### src/rtl/clk_src_pkg.sv
// Shared source and reset-cause codes plus availability helpers for the
// reset clock source sequencer. Assumes 2-bit source codes.
package clk_src_pkg;

    typedef enum logic [1:0] {
        SRC_RING = 2'b00,
        SRC_MAIN = 2'b01,
        SRC_SUB  = 2'b10,
        SRC_PLL  = 2'b11
    } clk_src_e;

    localparam logic [2:0] CAUSE_POC = 3'b001;
    localparam logic [2:0] CAUSE_PIN = 3'b010;
    localparam logic [2:0] CAUSE_WDT = 3'b011;
    localparam logic [2:0] CAUSE_SW  = 3'b100;

    localparam logic [1:0] ADDR_GEN  = 2'b00;
    localparam logic [1:0] ADDR_CPU  = 2'b01;
    localparam logic [1:0] ADDR_SLOW = 2'b10;

    // Cold causes wipe the retained slow-clock choice.
    function automatic logic cold_cause(input logic [2:0] c);
        return (c == CAUSE_POC) || (c == CAUSE_PIN);
    endfunction

    // True when the given source may currently be selected.
    function automatic logic src_ok(input clk_src_e s, input logic main_ok,
                                    input logic pll_ok);
        case (s)
            SRC_RING, SRC_SUB: return 1'b1;
            SRC_MAIN:          return main_ok;
            default:           return pll_ok;
        endcase
    endfunction

endpackage

### src/rtl/osc_stab_cnt.sv
// Oscillator settle timer. When en is first sampled high the counter is
// armed and loaded with `load`; it then counts down once per edge and
// stable is high while armed and at zero. Dropping en disarms it.
// Assumes load is held steady around the arming edge.
module osc_stab_cnt #(
    parameter int CW = 8
) (
    input  logic          clk,
    input  logic          rst_n,
    input  logic          en,
    input  logic [CW-1:0] load,
    output logic          stable
);

    logic [CW-1:0] cnt_q;
    logic          armed_q;

    // Arm-and-load on enable, then count down to zero.
    always_ff @(posedge clk) begin
        if (!rst_n) begin
            cnt_q   <= '0;
            armed_q <= 1'b0;
        end else if (!en) begin
            cnt_q   <= '0;
            armed_q <= 1'b0;
        end else if (!armed_q) begin
            cnt_q   <= load;
            armed_q <= 1'b1;
        end else if (cnt_q != '0) begin
            cnt_q   <= cnt_q - 1'b1;
        end
    end

    // Settled once armed and the count has run out.
    always_comb stable = armed_q && (cnt_q == '0);


    off_drops_stable_chk: assert property (@(posedge clk) disable iff (!rst_n)
        !en |=> !stable);


    rise_needs_en_chk: assert property (@(posedge clk) disable iff (!rst_n)
        $rose(stable) |-> $past(en));

endmodule

### src/rtl/periph_switch.sv
// Moves the peripheral clock group from ring to main oscillator on the
// rising edge of main_stable, all selects at once, and back to ring when
// main_stable falls. Assumes main_stable is synchronous to clk.
module periph_switch (
    input  logic clk,
    input  logic rst_n,
    input  logic main_stable,
    output logic on_main
);

    logic stable_q;

    // Edge-detect main_stable and hold the switched state.
    always_ff @(posedge clk) begin
        if (!rst_n) begin
            stable_q <= 1'b0;
            on_main  <= 1'b0;
        end else begin
            stable_q <= main_stable;
            if (!main_stable)
                on_main <= 1'b0;
            else if (!stable_q)
                on_main <= 1'b1;
        end
    end


    switch_on_rise_chk: assert property (@(posedge clk) disable iff (!rst_n)
        $rose(main_stable) |=> on_main);


    back_to_ring_chk: assert property (@(posedge clk) disable iff (!rst_n)
        !main_stable |=> !on_main);

endmodule

### src/rtl/slow_sel_keep.sv
// Retained display/watch-timer source select. Only cold reset causes put it
// back to ring; warm resets keep it. Writes of an unavailable source are
// flagged through bad_wr. Assumes rst_cause is valid while rst_n is low.
module slow_sel_keep
    import clk_src_pkg::*;
(
    input  logic       clk,
    input  logic       rst_n,
    input  logic [2:0] rst_cause,
    input  logic       wr_en,
    input  logic [1:0] wdata,
    input  logic       main_stable,
    output clk_src_e   slow_sel,
    output logic       bad_wr
);

    // PLL is never a legal slow-clock source.
    always_comb bad_wr = wr_en && !src_ok(clk_src_e'(wdata), main_stable, 1'b0);

    // Cause-dependent reset, guarded write, fallback on loss of source.
    always_ff @(posedge clk) begin
        if (!rst_n) begin
            if (cold_cause(rst_cause))
                slow_sel <= SRC_RING;
        end else if (wr_en && !bad_wr) begin
            slow_sel <= clk_src_e'(wdata);
        end else if (!src_ok(slow_sel, main_stable, 1'b0)) begin
            slow_sel <= SRC_RING;
        end
    end


    cold_reset_ring_chk: assert property (@(posedge clk)
        (!rst_n && cold_cause(rst_cause)) |=> (slow_sel == SRC_RING));


    warm_reset_keep_chk: assert property (@(posedge clk)
        (!rst_n && !cold_cause(rst_cause) && $past(!rst_n)) |=> $stable(slow_sel));

endmodule

### src/rtl/cfg_regs.sv
// Software-facing enables and CPU source select. Enables for the PLL and
// spread-spectrum generator need a stable main oscillator; CPU source
// writes need an available source. Rejects set a sticky error.
// Assumes one write per cycle on a single strobe.
module cfg_regs
    import clk_src_pkg::*;
(
    input  logic       clk,
    input  logic       rst_n,
    input  logic       cfg_wr,
    input  logic [1:0] cfg_addr,
    input  logic [1:0] cfg_wdata,
    input  logic       main_stable,
    input  logic       slow_bad,
    output logic       pll_on,
    output logic       sscg_on,
    output clk_src_e   cpu_sel,
    output logic       cfg_err
);

    logic gen_wr, gen_bad, cpu_wr, cpu_bad, pll_ok;

    // Decode writes and judge them against current availability.
    always_comb begin
        pll_ok  = pll_on && main_stable;
        gen_wr  = cfg_wr && (cfg_addr == ADDR_GEN);
        gen_bad = gen_wr && (cfg_wdata != 2'b00) && !main_stable;
        cpu_wr  = cfg_wr && (cfg_addr == ADDR_CPU);
        cpu_bad = cpu_wr && !src_ok(clk_src_e'(cfg_wdata), main_stable, pll_ok);
    end

    // PLL / spread-spectrum enables, dropped whenever main is not stable.
    always_ff @(posedge clk) begin
        if (!rst_n || !main_stable) begin
            pll_on  <= 1'b0;
            sscg_on <= 1'b0;
        end else if (gen_wr) begin
            pll_on  <= cfg_wdata[0];
            sscg_on <= cfg_wdata[1];
        end
    end

    // CPU source: guarded write, fallback to ring on loss of source.
    always_ff @(posedge clk) begin
        if (!rst_n)
            cpu_sel <= SRC_RING;
        else if (cpu_wr && !cpu_bad)
            cpu_sel <= clk_src_e'(cfg_wdata);
        else if (!src_ok(cpu_sel, main_stable, pll_ok))
            cpu_sel <= SRC_RING;
    end

    // Sticky record of any rejected write.
    always_ff @(posedge clk) begin
        if (!rst_n)
            cfg_err <= 1'b0;
        else if (gen_bad || cpu_bad || slow_bad)
            cfg_err <= 1'b1;
    end


    early_enable_chk: assert property (@(posedge clk) disable iff (!rst_n)
        (cfg_wr && cfg_addr == ADDR_GEN && cfg_wdata != 2'b00 && !main_stable)
        |=> (!pll_on && !sscg_on && cfg_err));


    err_sticky_chk: assert property (@(posedge clk) disable iff (!rst_n)
        cfg_err |=> cfg_err);


    pll_drop_chk: assert property (@(posedge clk) disable iff (!rst_n)
        !main_stable |=> (!pll_on && !sscg_on));


    cpu_no_main_chk: assert property (@(posedge clk) disable iff (!rst_n)
        !main_stable |=> (cpu_sel != SRC_MAIN && cpu_sel != SRC_PLL));

endmodule

### src/rtl/clk_src_seq.sv
// Reset clock source sequencer top. Ties together the ring and main
// settle timers, the peripheral auto-switch, the software registers and
// the retained slow-clock select. Assumes all inputs are synchronous to clk.
module clk_src_seq
    import clk_src_pkg::*;
#(
    parameter int RING_STAB_CYC = 16,
    parameter int MAIN_CW       = 8
) (
    input  logic               clk,
    input  logic               rst_n,
    input  logic [2:0]         rst_cause,
    input  logic               main_osc_en,
    input  logic [MAIN_CW-1:0] main_stab_load,
    input  logic               cfg_wr,
    input  logic [1:0]         cfg_addr,
    input  logic [1:0]         cfg_wdata,
    output logic [1:0]         cpu_src,
    output logic               cpu_clk_valid,
    output logic [1:0]         periph_src,
    output logic [1:0]         slow_src,
    output logic               main_stable,
    output logic               main_clk_active,
    output logic               pll_on,
    output logic               sscg_on,
    output logic               cfg_err
);

    localparam int RING_CW = $clog2(RING_STAB_CYC + 1);
    localparam logic [RING_CW-1:0] RING_LOAD = RING_CW'(RING_STAB_CYC);

    logic     on_main, slow_bad;
    clk_src_e cpu_sel, slow_sel;

    osc_stab_cnt #(.CW(RING_CW)) ring_tmr_i (
        .clk(clk), .rst_n(rst_n), .en(1'b1), .load(RING_LOAD),
        .stable(cpu_clk_valid)
    );

    osc_stab_cnt #(.CW(MAIN_CW)) main_tmr_i (
        .clk(clk), .rst_n(rst_n), .en(main_osc_en), .load(main_stab_load),
        .stable(main_stable)
    );

    periph_switch psw_i (
        .clk(clk), .rst_n(rst_n), .main_stable(main_stable), .on_main(on_main)
    );

    slow_sel_keep slow_i (
        .clk(clk), .rst_n(rst_n), .rst_cause(rst_cause),
        .wr_en(cfg_wr && (cfg_addr == ADDR_SLOW)), .wdata(cfg_wdata),
        .main_stable(main_stable), .slow_sel(slow_sel), .bad_wr(slow_bad)
    );

    cfg_regs regs_i (
        .clk(clk), .rst_n(rst_n), .cfg_wr(cfg_wr), .cfg_addr(cfg_addr),
        .cfg_wdata(cfg_wdata), .main_stable(main_stable), .slow_bad(slow_bad),
        .pll_on(pll_on), .sscg_on(sscg_on), .cpu_sel(cpu_sel), .cfg_err(cfg_err)
    );

    // Drive the source-select ports from internal state.
    always_comb begin
        cpu_src         = cpu_sel;
        slow_src        = slow_sel;
        periph_src      = on_main ? SRC_MAIN : SRC_RING;
        main_clk_active = on_main;
    end


    valid_holds_chk: assert property (@(posedge clk) disable iff (!rst_n)
        cpu_clk_valid |=> cpu_clk_valid);


    reset_state_chk: assert property (@(posedge clk)
        !rst_n |=> (cpu_src == SRC_RING && periph_src == SRC_RING &&
                    !pll_on && !sscg_on && !cfg_err && !main_stable));

endmodule

### config.mk
export PLATFORM = sky130hd
export DESIGN_NAME = clk_src_seq
export DESIGN_NICKNAME = d
export VERILOG_FILES = /design/src/rtl/clk_src_pkg.sv /design/src/rtl/osc_stab_cnt.sv /design/src/rtl/periph_switch.sv /design/src/rtl/slow_sel_keep.sv /design/src/rtl/cfg_regs.sv /design/src/rtl/clk_src_seq.sv
export SDC_FILE = /design/constraint.sdc
export NUM_CORES = 1
export LEC_CHECK = 0
export ABC_AREA = 1
export ABC_CLOCK_PERIOD_IN_PS = 1830
export BUFFER_PORTS_ARGS = -buffer_cell sky130_fd_sc_hd__buf_2
export CAP_MARGIN = 40
export CORE_ASPECT_RATIO = 0.8
export CORE_MARGIN = 2
export CORE_UTILIZATION = 40
export CTS_BUF_LIST = sky130_fd_sc_hd__clkbuf_8
export CTS_CLUSTER_SIZE = 8
export DETAILED_ROUTE_END_ITERATION = 10
export PLACE_DENSITY = 0.7
export SYNTH_ARGS = -nofsm -noshare
export SYNTH_HDL_FRONTEND = slang
export SYNTH_SLANG_ARGS = --single-unit
export TNS_END_PERCENT = 1
### constraint.sdc
create_clock -name clk -period 1.83 [get_ports clk]
set_clock_uncertainty 0.15 [all_clocks]
set_input_delay 0.183 -clock clk [delete_from_list [all_inputs] [get_ports clk]]
set_output_delay 0.183 -clock clk [all_outputs]
set_load 0.005 [all_outputs]
# == After elaboration in Yosys (flattened, before gate mapping) ==
# Cells that the tools add are included.
# totals
out_inout_bits,12
in_bits,19
word_cells,88
ff_bits,24
# classes
eq_ne,14
n_addsub,2
mux,21
reduce_logical,39
# ops
op,n
$mux 8,2
$logic_and 1x1->1,12
$mux 2,6
$mux 5,2
$eq 2x1->1 const B,4
$eq 2x2->1 const B,4
$logic_not 2->1,4
$logic_not 8->1,1
$pmux 1 s2,4
$reduce_and 2->1,4
$reduce_bool 8->1,1
$sub 8x1->8 const B,1
$mux 1,7
$logic_not 1->1,6
$reduce_or 2->1,3
$logic_not 5->1,1
$reduce_bool 5->1,1
$sub 5x1->5 const B,1
$logic_or 1x1->1,4
$ne 2x2->1 const B,2
$reduce_bool 2->1,2
$eq 3x1->1 const B,1
$eq 3x2->1 const B,1
$ne 3x2->1 const B,1
$ne 2x1->1 const B,1

# == Depth between registers and ports, before layout ==
# Gate-level depths: netlist of run 1.
# depth
word_depth,12
depth_mapped,9
mapped_depth_nobuf,9

# == Cells and area by module ==
# Synthesis of run 1 repeated with hierarchy kept, for this count alone.
# unflattened
cells_unflattened,224
area_unflattened_um2,1473.9
# by_module_without_submodules
module,cells_per_inst,area_each_um2,seq_area_each_um2,n_inst
osc_stab_cnt (main_tmr_i),95,594.3,180.2,1
osc_stab_cnt (ring_tmr_i),53,374.1,120.1,1
cfg_regs,40,260.2,100.1,1
slow_sel_keep,24,152.6,60.1,1
periph_switch,6,60.1,40.0,1
clk_src_seq,6,32.5,0.0,1

# == Worst setup path after synthesis of run 1 ==
# Ideal clock, no wire load.
# synth_timing
path_type,flip-flop to flip-flop
start,register main_tmr_i.cnt_q[0]
end,"register slow_i.slow_sel[0], enable pin"
arrival_ps,1217
path_stages_with_launch,9
period_less_slack_ps,1693
required_ps,1354
slack_ps,137
path_buffers,0
setup_time_ps,326
cell_sequence,dfxtp_1 > inv_1 > ha_1 > nand2_1 > nor2_4 > nand3_2 > nand2_1 > nand3_1 > o221ai_1
# synth_via
elab_chain_len,9
elab_cells_between_ends,12
classes_between,eq/ne: 1; mux: 4; reduce/logical: 7
# synth_rtl
item,line_no,text
from (decl),osc_stab_cnt.sv:15,logic [CW-1:0] cnt_q;
from (signal assigned),osc_stab_cnt.sv:27,cnt_q <= load;
from (signal assigned),osc_stab_cnt.sv:30,cnt_q <= cnt_q - 1'b1;
$logic_not 8->1 *,osc_stab_cnt.sv:35,always_comb stable = armed_q && (cnt_q == '0);
$logic_and 1x1->1 *,osc_stab_cnt.sv:35,
$pmux 1 s2,clk_src_pkg.sv:29,case (s)
$logic_not 1->1,slow_sel_keep.sv:18,"always_comb bad_wr = wr_en && !src_ok(clk_src_e'(wdata), main_stable, 1'b0);"
$logic_and 1x1->1,slow_sel_keep.sv:18,
$logic_not 1->1,slow_sel_keep.sv:25,end else if (wr_en && !bad_wr) begin
$logic_and 1x1->1,slow_sel_keep.sv:25,
$ne 3x2->1 (no source line) *,--,
$reduce_and 2->1 (no source line) *,--,
to (signal assigned),slow_sel_keep.sv:26,slow_sel <= clk_src_e'(wdata);
to (decl),slow_sel_keep.sv:13,"output clk_src_e slow_sel,"
# Mark *: on every way between the ends. The rest lies on a longest branch, timed or not. The select of a mux whose other input is x is not followed.
# A chain may end at the register's enable or synchronous reset.

# == Worst setup path in the final report of run 1 ==
# layout_timing
start,register main_tmr_i.cnt_q[0]
end,output port main_stable
# layout_via
elab_chain_len,2
# layout_rtl
item,line_no,text
$logic_not 8->1,osc_stab_cnt.sv:35,
$logic_and 1x1->1,osc_stab_cnt.sv:35,
to (decl),clk_src_seq.sv:22,"output logic main_stable,"
# Every way passes these cells.

==> summary.txt, run 1 <==
Run status
  – Status: completed

Global routing
  – GRT Total Usage: 0.160
  – First-pass GRT wire length: 4050 um
  – Pin count of the biggest net entering global routing: 14
  – Number of global-route vias before repair: 1,000
  – Grt total ovfl: 0
  – Initial antenna violation count: 0

Finish
  – Fraction of layout cells with a size suffix above 1: 0.265
  – Area growth syn-to-layout: 22.7%
  – Final core occ: 0.517
  – Layout net count: 211
  – Ant. Diodes: 0
  – Most frequent cells in the layout: 29 x nand2_1, 29 x buf_2, 22 x inv_1, 22 x dfxtp_1, 16 x nor2_1

Worst setup path
  – CP peak stage delay: 0.32 ns
  – Crit path max-delay cell type: dfxtp_1
  – R2R Path End: slow_i.slow_sel[0]$_SDFFCE_PN0P_
  – CP Class: reg2out
  – Reg2reg path depth: 8
  – CP arrival: 1.38 ns
  – Data required, critical path: 1.50 ns
  – Crit end category: output pin
  – Top cell by count, worst path: inv_1
  – Worst-path cell chain: inv_1 -> ha_4 -> nand2_1 -> nor2_4 -> nand2_4 -> inv_1 -> buf_2
  – Delay-heaviest family, CP: simple AND/OR/NAND/NOR gates
  – CP bufs+invs: 3
  – Reg-to-reg setup timing slack: 0.12 ns
  – Worst Setup Start Kind: flop
  – CP Depth: 7
  – RR Startpoint: main_tmr_i.cnt_q[0]$_SDFFE_PN0P_
  – Worst Path Max Fanout: 9

STA
  – Fmax: 584 MHz
  – Slew Limit Fails: 0
  – Final period util: 0.936
  – Final Hold Fails: 0
  – Final min period: 1.71 ns
  – Min setup slack post-route: 0.118 ns
  – # setup viols final: 0
  – TNS Setup: 0 ns

Place
  – Post-Place Setup Slack: 0.0487 ns
  – Post-detail-place hpwl: 1890 um
  – IO buf count: 29
  – RePlAce Congestion: 0.888

Power
  – Net Switching: 0.328 mW
  – Worst VDD drop: 0.277 mV
  – P_int: 0.857 mW
  – Sw Share: 0.277
  – Clock power share: 0.303
  – Combinational Power Share: 0.205
  – Leakage power: 0.690 nW
  – Pwr per Cell Area: 822 nW/um^2
  – Sequential power share: 0.492

Yosys
  – Seq/Total Area, Yosys: 0.426
  – Synth Warn #: 0
  – Avg Cell Area, Syn: 7.48 um^2
  – Number of synthesized flops with an enable pin: 2
  – Syn Nets: 178
  – Yosys cell types: 30
  – Share of flip-flops with an asynchronous set or reset: 0
  – Yosys reg bits: 24
  – Dominant synthesized flop cell: dfxtp_1
  – Cells after Synth: 157
  – Synth Cell Area: 1170 um^2

Drt
  – Initial DRT Pass Iterations: 4
  – Avg Vias per Cell: 4.78
  – Initial DRC Count: 21
  – Drt drc: 0
  – Routed Antenna Nets: 0
  – Final WL: 2430 um
  – Routed vias: 1,084
  – Wire per inst: 10.7 um

Clock network
  – H-tree depth: 1
  – CTS tree: done
  – TritonCTS buffer count: 3
  – Reg clk slew, reported paths: 0.08 ns
  – Postcts setup bufs: 0
  – Clock Tree Root: clkbuf_8
  – Num Clock Sinks: 24
  – Clk_lat worst skew: 0.27 ns
  – Max Root-Sink Buffers: 2

Worst hold path
  – Worst Hold Launch: main_stab_load[1]
  – WHS Path Cells: 3
  – HP Class: in2reg
  – Hold worst-path end: main_tmr_i.cnt_q[1]$_SDFFE_PN0P_

Flow run
  – Max_cap viols: 0

Floorplanning
  – Die Height: 52.5 um
  – Die area: 3390 um^2
  – Initial Utilization: 0.422
  – Die width: 64.6 um
  – Rows: 17
  – Io pins: 31
  – Placeable Area: 2790 um^2
==> worst max-delay path by stage <==
stage	start	to	slack (ns)
2_1_floorplan	main_tmr_i.cnt_q[0]$_SDFFE_PN0P_	slow_i.slow_sel[0]$_SDFFCE_PN0P_	0.14
3_3_place_gp	main_tmr_i.cnt_q[1]$_SDFFE_PN0P_	slow_i.slow_sel[0]$_SDFFCE_PN0P_	0.14
3_5_place_dp	main_tmr_i.cnt_q[1]$_SDFFE_PN0P_	slow_i.slow_sel[1]$_SDFFCE_PN0P_	0.05
4_1_cts	main_tmr_i.cnt_q[1]$_SDFFE_PN0P_	main_stable	0.005
5_1_grt	ring_tmr_i.cnt_q[1]$_SDFFE_PN0P_	cpu_clk_valid	-0.001
6_report	main_tmr_i.cnt_q[0]$_SDFFE_PN0P_	main_stable	0.12
==> worst register-to-register path, delay by kind of cell, from the launching register on <==
kind	cells	cell delay, ns
buf+inv	1	0.10
fa+ha+maj	1	0.16
flops	1	0.32
simple gates	5	0.54
compound gates	1	0.12
==> per-layer routing <==
metal / GRT usage / up-vias / share of wire
li1: - / 572 / -
met2: 0.259 / 17 / 0.45
met4: 0.117 / 0 / 0.033
met1: 0.194 / 488 / 0.49
met3: 0.0258 / 7 / 0.021
met5: 0 / - / 0
==> state kept, by name, summed over array words and instances (netlist names), 2 cells and up <==
register          cells
regs_i.cpu_sel        2
slow_i.slow_sel       2
main_tmr_i.cnt_q      8
ring_tmr_i.cnt_q      5
==> what timing repair did <==
item / 4_1_cts / 5_1_grt
resized for setup: 0 / 5
endpoints found under the setup margin: 0 / 4
hold buffers: 1 / 0
hold endpoints to repair: 1 / 0
==> power by group through the flow <==
| stage | logic, mW | registers, mW | clock network, mW |
|---|---|---|---|
| final | 0.243 | 0.583 | 0.359 |
| after detailed placement | 0.233 | 0.595 | 0 |
| after global routing | 0.279 | 0.588 | 0.396 |
| after floorplan | 0.166 | 0.593 | 0 |
| after global placement | 0.226 | 0.594 | 0 |
| after CTS | 0.236 | 0.583 | 0.379 |
==> area by class of cell <==
| class | count | area (um^2) |
|---|---|---|
| inverters | 25 | 93.8 |
| clock buffers | 4 | 55.1 |
| fillers | 275 | 1350 |
| multi-input cells | 104 | 574 |
| flip-flops and latches | 24 | 500 |
| well taps | 38 | 47.5 |
| repair buffers | 32 | 170 |
==> cells by family (layout without fill, tap and decap cells) <==
kind of cell,count (synthesis),count (layout),synth area share
AO/OA/AOI/OAI,28,28,0.145
flip-flops,24,24,0.426
AND/OR/NAND/NOR,69,69,0.275
buffers and inverters,29,61,0.100
adder cells (fa/ha/maj),2,2,0.0213
other,1,1,0.00319
XOR/XNOR,4,4,0.0298
==> synthesized netlist by cell type, types with 3 or more instances <==
cell / n / area, um^2
nor2_1: 17 / 63.8
a21oi_1: 10 / 50.1
nand3_1: 11 / 55.1
a31oi_1: 4 / 25.0
dfxtp_1: 22 / 440
inv_1: 23 / 86.3
o21ai_0: 7 / 35.0
nand2_1: 29 / 109
nand4_1: 3 / 18.8
==> per-stage QoR <==
| stage | hold WS, ns | power [mW] | instances | cell area (um^2) |
|---|---|---|---|---|
| after global placement | 0.246 | 0.821 | 222 | 1360 |
| after detailed placement | 0.247 | 0.828 | 222 | 1360 |
| final | 0.0107 | 1.19 | 227 | 1440 |
| after floorplan | 0.0607 | 0.759 | 157 | 1170 |
| after global routing | 0.0289 | 1.26 | 227 | 1440 |
| after CTS | 0.00203 | 1.20 | 227 | 1420 |
(Power assumes the default switching activity.)
==> inputs of run 2 (changes only) <==
--- a/config.mk
+++ b/config.mk
@@ -6,16 +6,17 @@
 export NUM_CORES = 1
 export LEC_CHECK = 0
 export ABC_AREA = 1
-export ABC_CLOCK_PERIOD_IN_PS = 1830
+export ABC_CLOCK_PERIOD_IN_PS = 1500
 export BUFFER_PORTS_ARGS = -buffer_cell sky130_fd_sc_hd__buf_2
 export CAP_MARGIN = 40
 export CORE_ASPECT_RATIO = 0.8
 export CORE_MARGIN = 2
 export CORE_UTILIZATION = 40
 export CTS_BUF_LIST = sky130_fd_sc_hd__clkbuf_8
+export CTS_CLUSTER_DIAMETER = 60
 export CTS_CLUSTER_SIZE = 8
 export DETAILED_ROUTE_END_ITERATION = 10
-export PLACE_DENSITY = 0.7
+export PLACE_DENSITY = 0.73
 export SYNTH_ARGS = -nofsm -noshare
 export SYNTH_HDL_FRONTEND = slang
 export SYNTH_SLANG_ARGS = --single-unit
==> constraint.sdc (replaced) <==
create_clock -name clk -period 1.5 [get_ports clk]
set_clock_uncertainty 0.15 [all_clocks]
set_input_delay 0.15 -clock clk [delete_from_list [all_inputs] [get_ports clk]]
set_output_delay 0.15 -clock clk [all_outputs]
set_load 0.005 [all_outputs]
==> run 2 against run 1 <==
The run now ends with negative setup slack left. Design area rose by 14%. Via count rose by 5.1%. Register-to-register slack got worse by 0.18 ns. Combinational power rose by 65%. Sequential share of layout area fell by 4.0 points. Wire length rose by 13%. Die area did not move. Total power rose by 42%. Final cell count rose by 7.0%. Clock power rose by 59%. First-iteration DRC count rose to 3.2 times the previous value. Hold slack got worse by 0.0057 ns.
==> summary.txt, run 2 (synthesized netlist as in run 1, its figures left out) <==
Run status
  – Status: finished, violations left
  – Failing checks: negative setup slack

STA
  – Final min period: 1.57 ns
  – Final Hold Fails: 0
  – Fmax: 638 MHz
  – # setup viols final: 6
  – Final period util: 1.04
  – RSZ-0062 raised after global routing: true
  – Slew Limit Fails: 0
  – Min setup slack post-route: -0.0667 ns
  – Hold Slack: 0.00505 ns

Global routing
  – Pin count of the biggest net entering global routing: 15
  – Initial antenna violation count: 0
  – First-pass GRT wire length: 4720 um
  – Number of global-route vias before repair: 1,108
  – GRT Total Usage: 0.184
  – Grt total ovfl: 0

Worst setup path
  – Reg2reg path depth: 8
  – Worst Setup Start Kind: flop
  – CP arrival: 1.38 ns
  – Worst-path cell chain: inv_2 -> ha_4 -> nand2_4 -> nor2_4 -> nand3_2 -> nand2_2 -> nand3_2 -> o221ai_2
  – CP Class: reg2reg
  – Worst Path Max Fanout: 3
  – Crit path max-delay cell type: dfxtp_2
  – Crit end category: flop
  – Top cell by count, worst path: nand3_2
  – Data required, critical path: 1.31 ns
  – CP peak stage delay: 0.33 ns

Finish
  – Fillers: 243
  – Multi-input gate area: 623 um^2
  – Register Area: 504 um^2
  – Layout net count: 227
  – Fraction of layout cells with a size suffix above 1: 0.376
  – Ant. Diodes: 0
  – Max reg flops: 8
  – Most flops, register: main_tmr_i.cnt_q
  – Most frequent cells in the layout: 29 x buf_2, 26 x nand2_1, 19 x dfxtp_1, 16 x inv_1, 16 x nor2_1
  – Commonest non-fill, non-tap cell in the layout: buf_2
  – Final Cell Area: 1640 um^2
  – Area growth syn-to-layout: 39.8%
  – Largest regs: main_tmr_i.cnt_q: 8 flops, ring_tmr_i.cnt_q: 5 flops

Drt
  – Routed vias: 1,139
  – Routed Antenna Nets: 0
  – Initial DRT Pass Iterations: 6
  – Wire per inst: 11.2 um
  – Drt drc: 0
  – Avg Vias per Cell: 4.69
  – Initial DRC Count: 68
  – Final WL: 2730 um

Place
  – Post-Place Setup Slack: -0.0480 ns
  – Post-detail-place hpwl: 1920 um
  – IO buf count: 29
  – RePlAce Congestion: 0.776
  – Cell area after placement: 1440 um^2

Power
  – Sw Share: 0.267
  – Worst VDD drop: 0.406 mV
  – Pwr per Cell Area: 1030 nW/um^2
  – Combinational Power Share: 0.238
  – Clock power share: 0.338
  – Sequential power share: 0.425
  – Net Switching: 0.451 mW
  – P_int: 1.24 mW
  – Leakage power: 0.776 nW

Clock network
  – CTS tree: done
  – H-tree depth: 1
  – Clock Tree Root: clkbuf_8
  – TritonCTS buffer count: 3
  – Reg clk slew, reported paths: 0.09 ns
  – Clk_lat worst skew: 0.27 ns
  – Max Root-Sink Buffers: 2
  – Num Clock Sinks: 24

Flow run
  – Max_cap viols: 0

Worst hold path
  – HP Class: in2reg
  – WHS Path Cells: 3

Floorplanning
  – Die Height: 52.5 um
  – Initial Utilization: 0.422
  – Io pins: 31
  – Rows: 17
  – Die area: 3390 um^2
  – Die width: 64.6 um
  – Placeable Area: 2790 um^2
## run 2: power groups by stage
stage / Sequential (mW) / Clock, mW / Combinational (mW)
6_report: 0.716 / 0.570 / 0.401
5_1_grt: 0.722 / 0.606 / 0.450
4_1_cts: 0.716 / 0.569 / 0.393
3_5_place_dp: 0.728 / 0 / 0.312
3_3_place_gp: 0.728 / 0 / 0.310
2_1_floorplan: 0.725 / 0 / 0.213
## run 2: timing repair
item | 4_1_cts | 5_1_grt
gates cloned | 0 | 0
buffers inserted | 6 | 0
hold endpoints to repair | 5 | 0
setup endpoints to repair | 6 | 16
gates resized for setup | 12 | 2
pin swaps | 4 | 1
hold buffers | 5 | 0
## run 2: per-stage QoR
step                      setup TNS, ns  total power [mW]   util  instances
final                            -0.315              1.69  0.590        243
after global routing              -1.19              1.78  0.590        243
after CTS                        -0.304              1.68  0.588        243
after detailed placement         -0.142              1.04  0.516        228
after global placement          -0.0301              1.04  0.516        228
after floorplan                  -0.107             0.938      -        157
## run 2: path summary, 6_finish.rpt
check | slack, ns | endpoint | from
setup / recovery | -0.07 | slow_i.slow_sel[0]$_SDFFCE_PN0P_ | main_tmr_i.cnt_q[1]$_SDFFE_PN0P_
hold / removal | 0.005 | main_tmr_i.cnt_q[6]$_SDFFE_PN0P_ | main_stab_load[6]
setup reg to reg | -0.07 | slow_i.slow_sel[0]$_SDFFCE_PN0P_ | main_tmr_i.cnt_q[1]$_SDFFE_PN0P_
hold reg to reg | 0.27 | psw_i.on_main$_SDFFE_PN0N_ | psw_i.stable_q$_SDFF_PN0_
## run 2: layout make-up
| type | instances | area share |
|---|---|---|
| tap | 38 | 0.0289 |
| clock buffer | 3 | 0.0251 |
| inverter | 25 | 0.0586 |
| multi-input combinational | 104 | 0.379 |
| timing repair buffer | 48 | 0.183 |
| sequential | 24 | 0.307 |
| clock inverter | 1 | 0.0183 |
## run 2: worst max-delay path, delay by kind of cell, from the launching register on
family / cells / cell delay [ns]
AOI/OAI and AO/OA: 1 / 0.09
DFF: 1 / 0.33
buffers and inverters: 1 / 0.07
adders and majority gates: 1 / 0.15
and+or+nand+nor: 5 / 0.47
## run 2: per-layer routing
layer,up-vias,part of all wire,track usage
met3,4,0.046,0.0409
met2,27,0.42,0.278
li1,607,-,-
met4,0,0.012,0.0816
met1,501,0.52,0.252
met5,-,0,0
==> inputs of run 3 (changes only) <==
--- a/config.mk
+++ b/config.mk
@@ -5,7 +5,6 @@
 export SDC_FILE = /design/constraint.sdc
 export NUM_CORES = 1
 export LEC_CHECK = 0
-export ABC_AREA = 1
 export ABC_CLOCK_PERIOD_IN_PS = 1500
 export BUFFER_PORTS_ARGS = -buffer_cell sky130_fd_sc_hd__buf_2
 export CAP_MARGIN = 40
==> run 3 against run 2 <==
The run still ends with negative setup slack left. Combinational power rose by 6.2%. Final cell count is 8.6% lower. Maximum frequency down 19%. Global-route usage is 0.072 points higher. Critical path depth decreased by 3. Design area increased by 2.4%.
==> summary.txt, run 3 <==
STA
  – Min setup slack post-route: -0.444 ns
  – Slew Limit Fails: 0
  – Final min period: 1.94 ns
  – # setup viols final: 20
  – RSZ-0062 raised after global routing: true
  – Fmax: 514 MHz
  – Final Hold Fails: 0
  – TNS Setup: -6.28 ns
  – Final period util: 1.30

Worst hold path
  – HP Class: in2reg

Floorplanning
  – Io pins: 31
  – Die width: 65.4 um
  – Die Height: 53.1 um
  – Placeable Area: 2810 um^2
  – Die area: 3470 um^2
  – Initial Utilization: 0.429
  – Rows: 17

Yosys
  – Cell taking the most area after synthesis: dfxtp_1
  – Post-Synth Simple-Gate Area: 0.242
  – Yosys cell types: 43
  – Compound-cell area share of the yosys netlist: 0.162
  – Synth Warn #: 0
  – Dominant synthesized flop cell: dfxtp_1
  – Syn Nets: 156
  – Avg Cell Area, Syn: 8.93 um^2
  – Adder-Cell Fraction of Synth Area: 0.0208
  – Number of synthesized flops with an enable pin: 2
  – Most frequent cell after synthesis: dfxtp_1
  – Post-synthesis xor/xnor area fraction: 0.0727
  – Synth Cell Area: 1200 um^2
  – Mux share of post-synthesis cell area: 0.00831
  – Yosys reg bits: 24
  – Cells after Synth: 135
  – Synth cell count leaders: 22 x dfxtp_1, 18 x nor2_1, 12 x nand2_1, 10 x inv_1, 9 x xnor2_1
  – Area contributors post-synth: dfxtp_1 37%, xnor2_1 6.5%, nor2_1 5.6%
  – Area share of the largest cell type after synthesis: 0.366
  – Seq/Total Area, Yosys: 0.415
  – Main combinational cell family by area after synthesis: simple AND/OR/NAND/NOR gates
  – Share of flip-flops with an asynchronous set or reset: 0

Drt
  – Final WL: 2830 um
  – Initial DRT Pass Iterations: 5
  – Routed Antenna Nets: 0
  – Initial DRC Count: 20
  – Routed vias: 1,102
  – Drt drc: 0
  – Wire per inst: 12.8 um
  – Avg Vias per Cell: 4.96

Finish
  – Fin cells: 222
  – Multi-input gate area: 674 um^2
  – Fraction of layout cells with a size suffix above 1: 0.391
  – Most frequent cells in the layout: 28 x buf_2, 19 x dfxtp_1, 18 x buf_4, 16 x nor2_1
  – Most flops, register: main_tmr_i.cnt_q
  – Commonest non-fill, non-tap cell in the layout: buf_2
  – Fillers: 253
  – Final core occ: 0.599
  – Layout net count: 206
  – Max reg flops: 8
  – Largest regs: main_tmr_i.cnt_q: 8 flops, ring_tmr_i.cnt_q: 5 flops
  – Register Area: 504 um^2
  – Ant. Diodes: 0
  – Area growth syn-to-layout: 39.6%

Global routing
  – Number of global-route vias before repair: 1,166
  – GRT Total Usage: 0.184
  – First-pass GRT wire length: 4930 um
  – Grt total ovfl: 0
  – Pin count of the biggest net entering global routing: 17
  – Initial antenna violation count: 0

Place
  – Placed Instances: 212
  – Post-detail-place hpwl: 2050 um
  – RePlAce Congestion: 0.748
  – IO buf count: 29

Clock network
  – Clk_lat worst skew: 0.27 ns
  – Reg clk slew, reported paths: 0.09 ns
  – H-tree depth: 1
  – Clock Tree Root: clkbuf_8
  – Num Clock Sinks: 24
  – CTS tree: done
  – TritonCTS buffer count: 3
  – Max Root-Sink Buffers: 2

Worst setup path
  – Worst-path cell chain: or4_4 -> or2_4 -> buf_6 -> clkinv_4 -> buf_6
  – Data required, critical path: 1.20 ns
  – Top cell by count, worst path: buf_6
  – Crit path max-delay cell type: or4_4
  – Worst Path Max Fanout: 4
  – CP peak stage delay: 0.55 ns
  – CP Class: reg2out
  – CP arrival: 1.64 ns
  – Crit end category: output pin
  – Worst Setup Start Kind: flop

Power
  – Pwr per Cell Area: 1010 nW/um^2
  – Leakage power: 0.729 nW
  – Worst VDD drop: 0.714 mV

Flow run
  – Max_cap viols: 0

Run status
  – Status: finished, violations left
  – Failing checks: negative setup slack
[run 3: timing repair]
item,in CTS,in global routing
endpoints found under the setup margin,20,20
gates resized for setup,8,8
hold endpoints to repair,4,0
hold buffers,4,0
buffers inserted,2,0
pin swaps,8,3
[run 3: worst max-delay path, delay by kind of cell, from the launching register on]
| kind | cells | cell delay, ns |
|---|---|---|
| buffers and inverters | 3 | 0.24 |
| DFF | 1 | 0.33 |
| and+or+nand+nor | 2 | 0.80 |
[run 3: stage by stage]
stage | power, mW | hold WS (ns) | worst slack, ns | area [um^2]
final | 1.70 | 0.00724 | -0.444 | 1680
after global routing | 1.80 | 0.00345 | -0.498 | 1680
after CTS | 1.71 | 0.000135 | -0.468 | 1650
after detailed placement | 1.11 | 0.244 | -0.408 | 1490
after global placement | 1.09 | 0.236 | -0.351 | 1490
after floorplan | 0.979 | 0.0277 | -0.465 | 1210
[run 3: area by class of cell]
type / count / share of cell area
inverters: 11 / 0.0275
repair buffers: 52 / 0.201
well taps: 38 / 0.0283
multi-input cells: 93 / 0.401
flip-flops and latches: 24 / 0.300
clock buffers: 3 / 0.0246
clock inverters: 1 / 0.0179
[run 3: metal layers]
metal,GRT usage,share of wire,vias up
li1,-,-,564
met1,0.224,0.46,522
met2,0.337,0.51,14
met3,0.0383,0.019,2
met4,0.0417,0.0067,0
met5,0,0,-
[run 3: worst paths after layout]
check / from / end / slack (ns) / cells past startpoint
max: main_tmr_i.cnt_q[5]$_SDFFE_PN0P_ / main_stable / -0.44 / 5
min: main_stab_load[4] / main_tmr_i.cnt_q[4]$_SDFFE_PN0P_ / 0.007 / 3
max reg2reg: main_tmr_i.cnt_q[5]$_SDFFE_PN0P_ / regs_i.cpu_sel[1]$_SDFFE_PN0P_ / -0.41 / 5
min reg2reg: psw_i.stable_q$_SDFF_PN0_ / psw_i.on_main$_SDFFE_PN0N_ / 0.27 / 1
[run 3: logic make-up (layout without fill, tap and decap cells)]
family	count (synthesis)	after routing
buffers and inverters	18	67
and+or+nand+nor	53	53
adders and majority gates	2	2
AOI/OAI and AO/OA	26	26
muxes	1	1
DFF	24	24
xor gates and xnor gates	10	10
other	1	1
[run 3: power by group]
part / internal [mW] / switching, mW / leakage [nW]
clock network: 0.357 / 0.201 / 0.0357
logic: 0.217 / 0.209 / 0.492
registers: 0.690 / 0.0290 / 0.201
total: 1.26 / 0.440 / 0.729
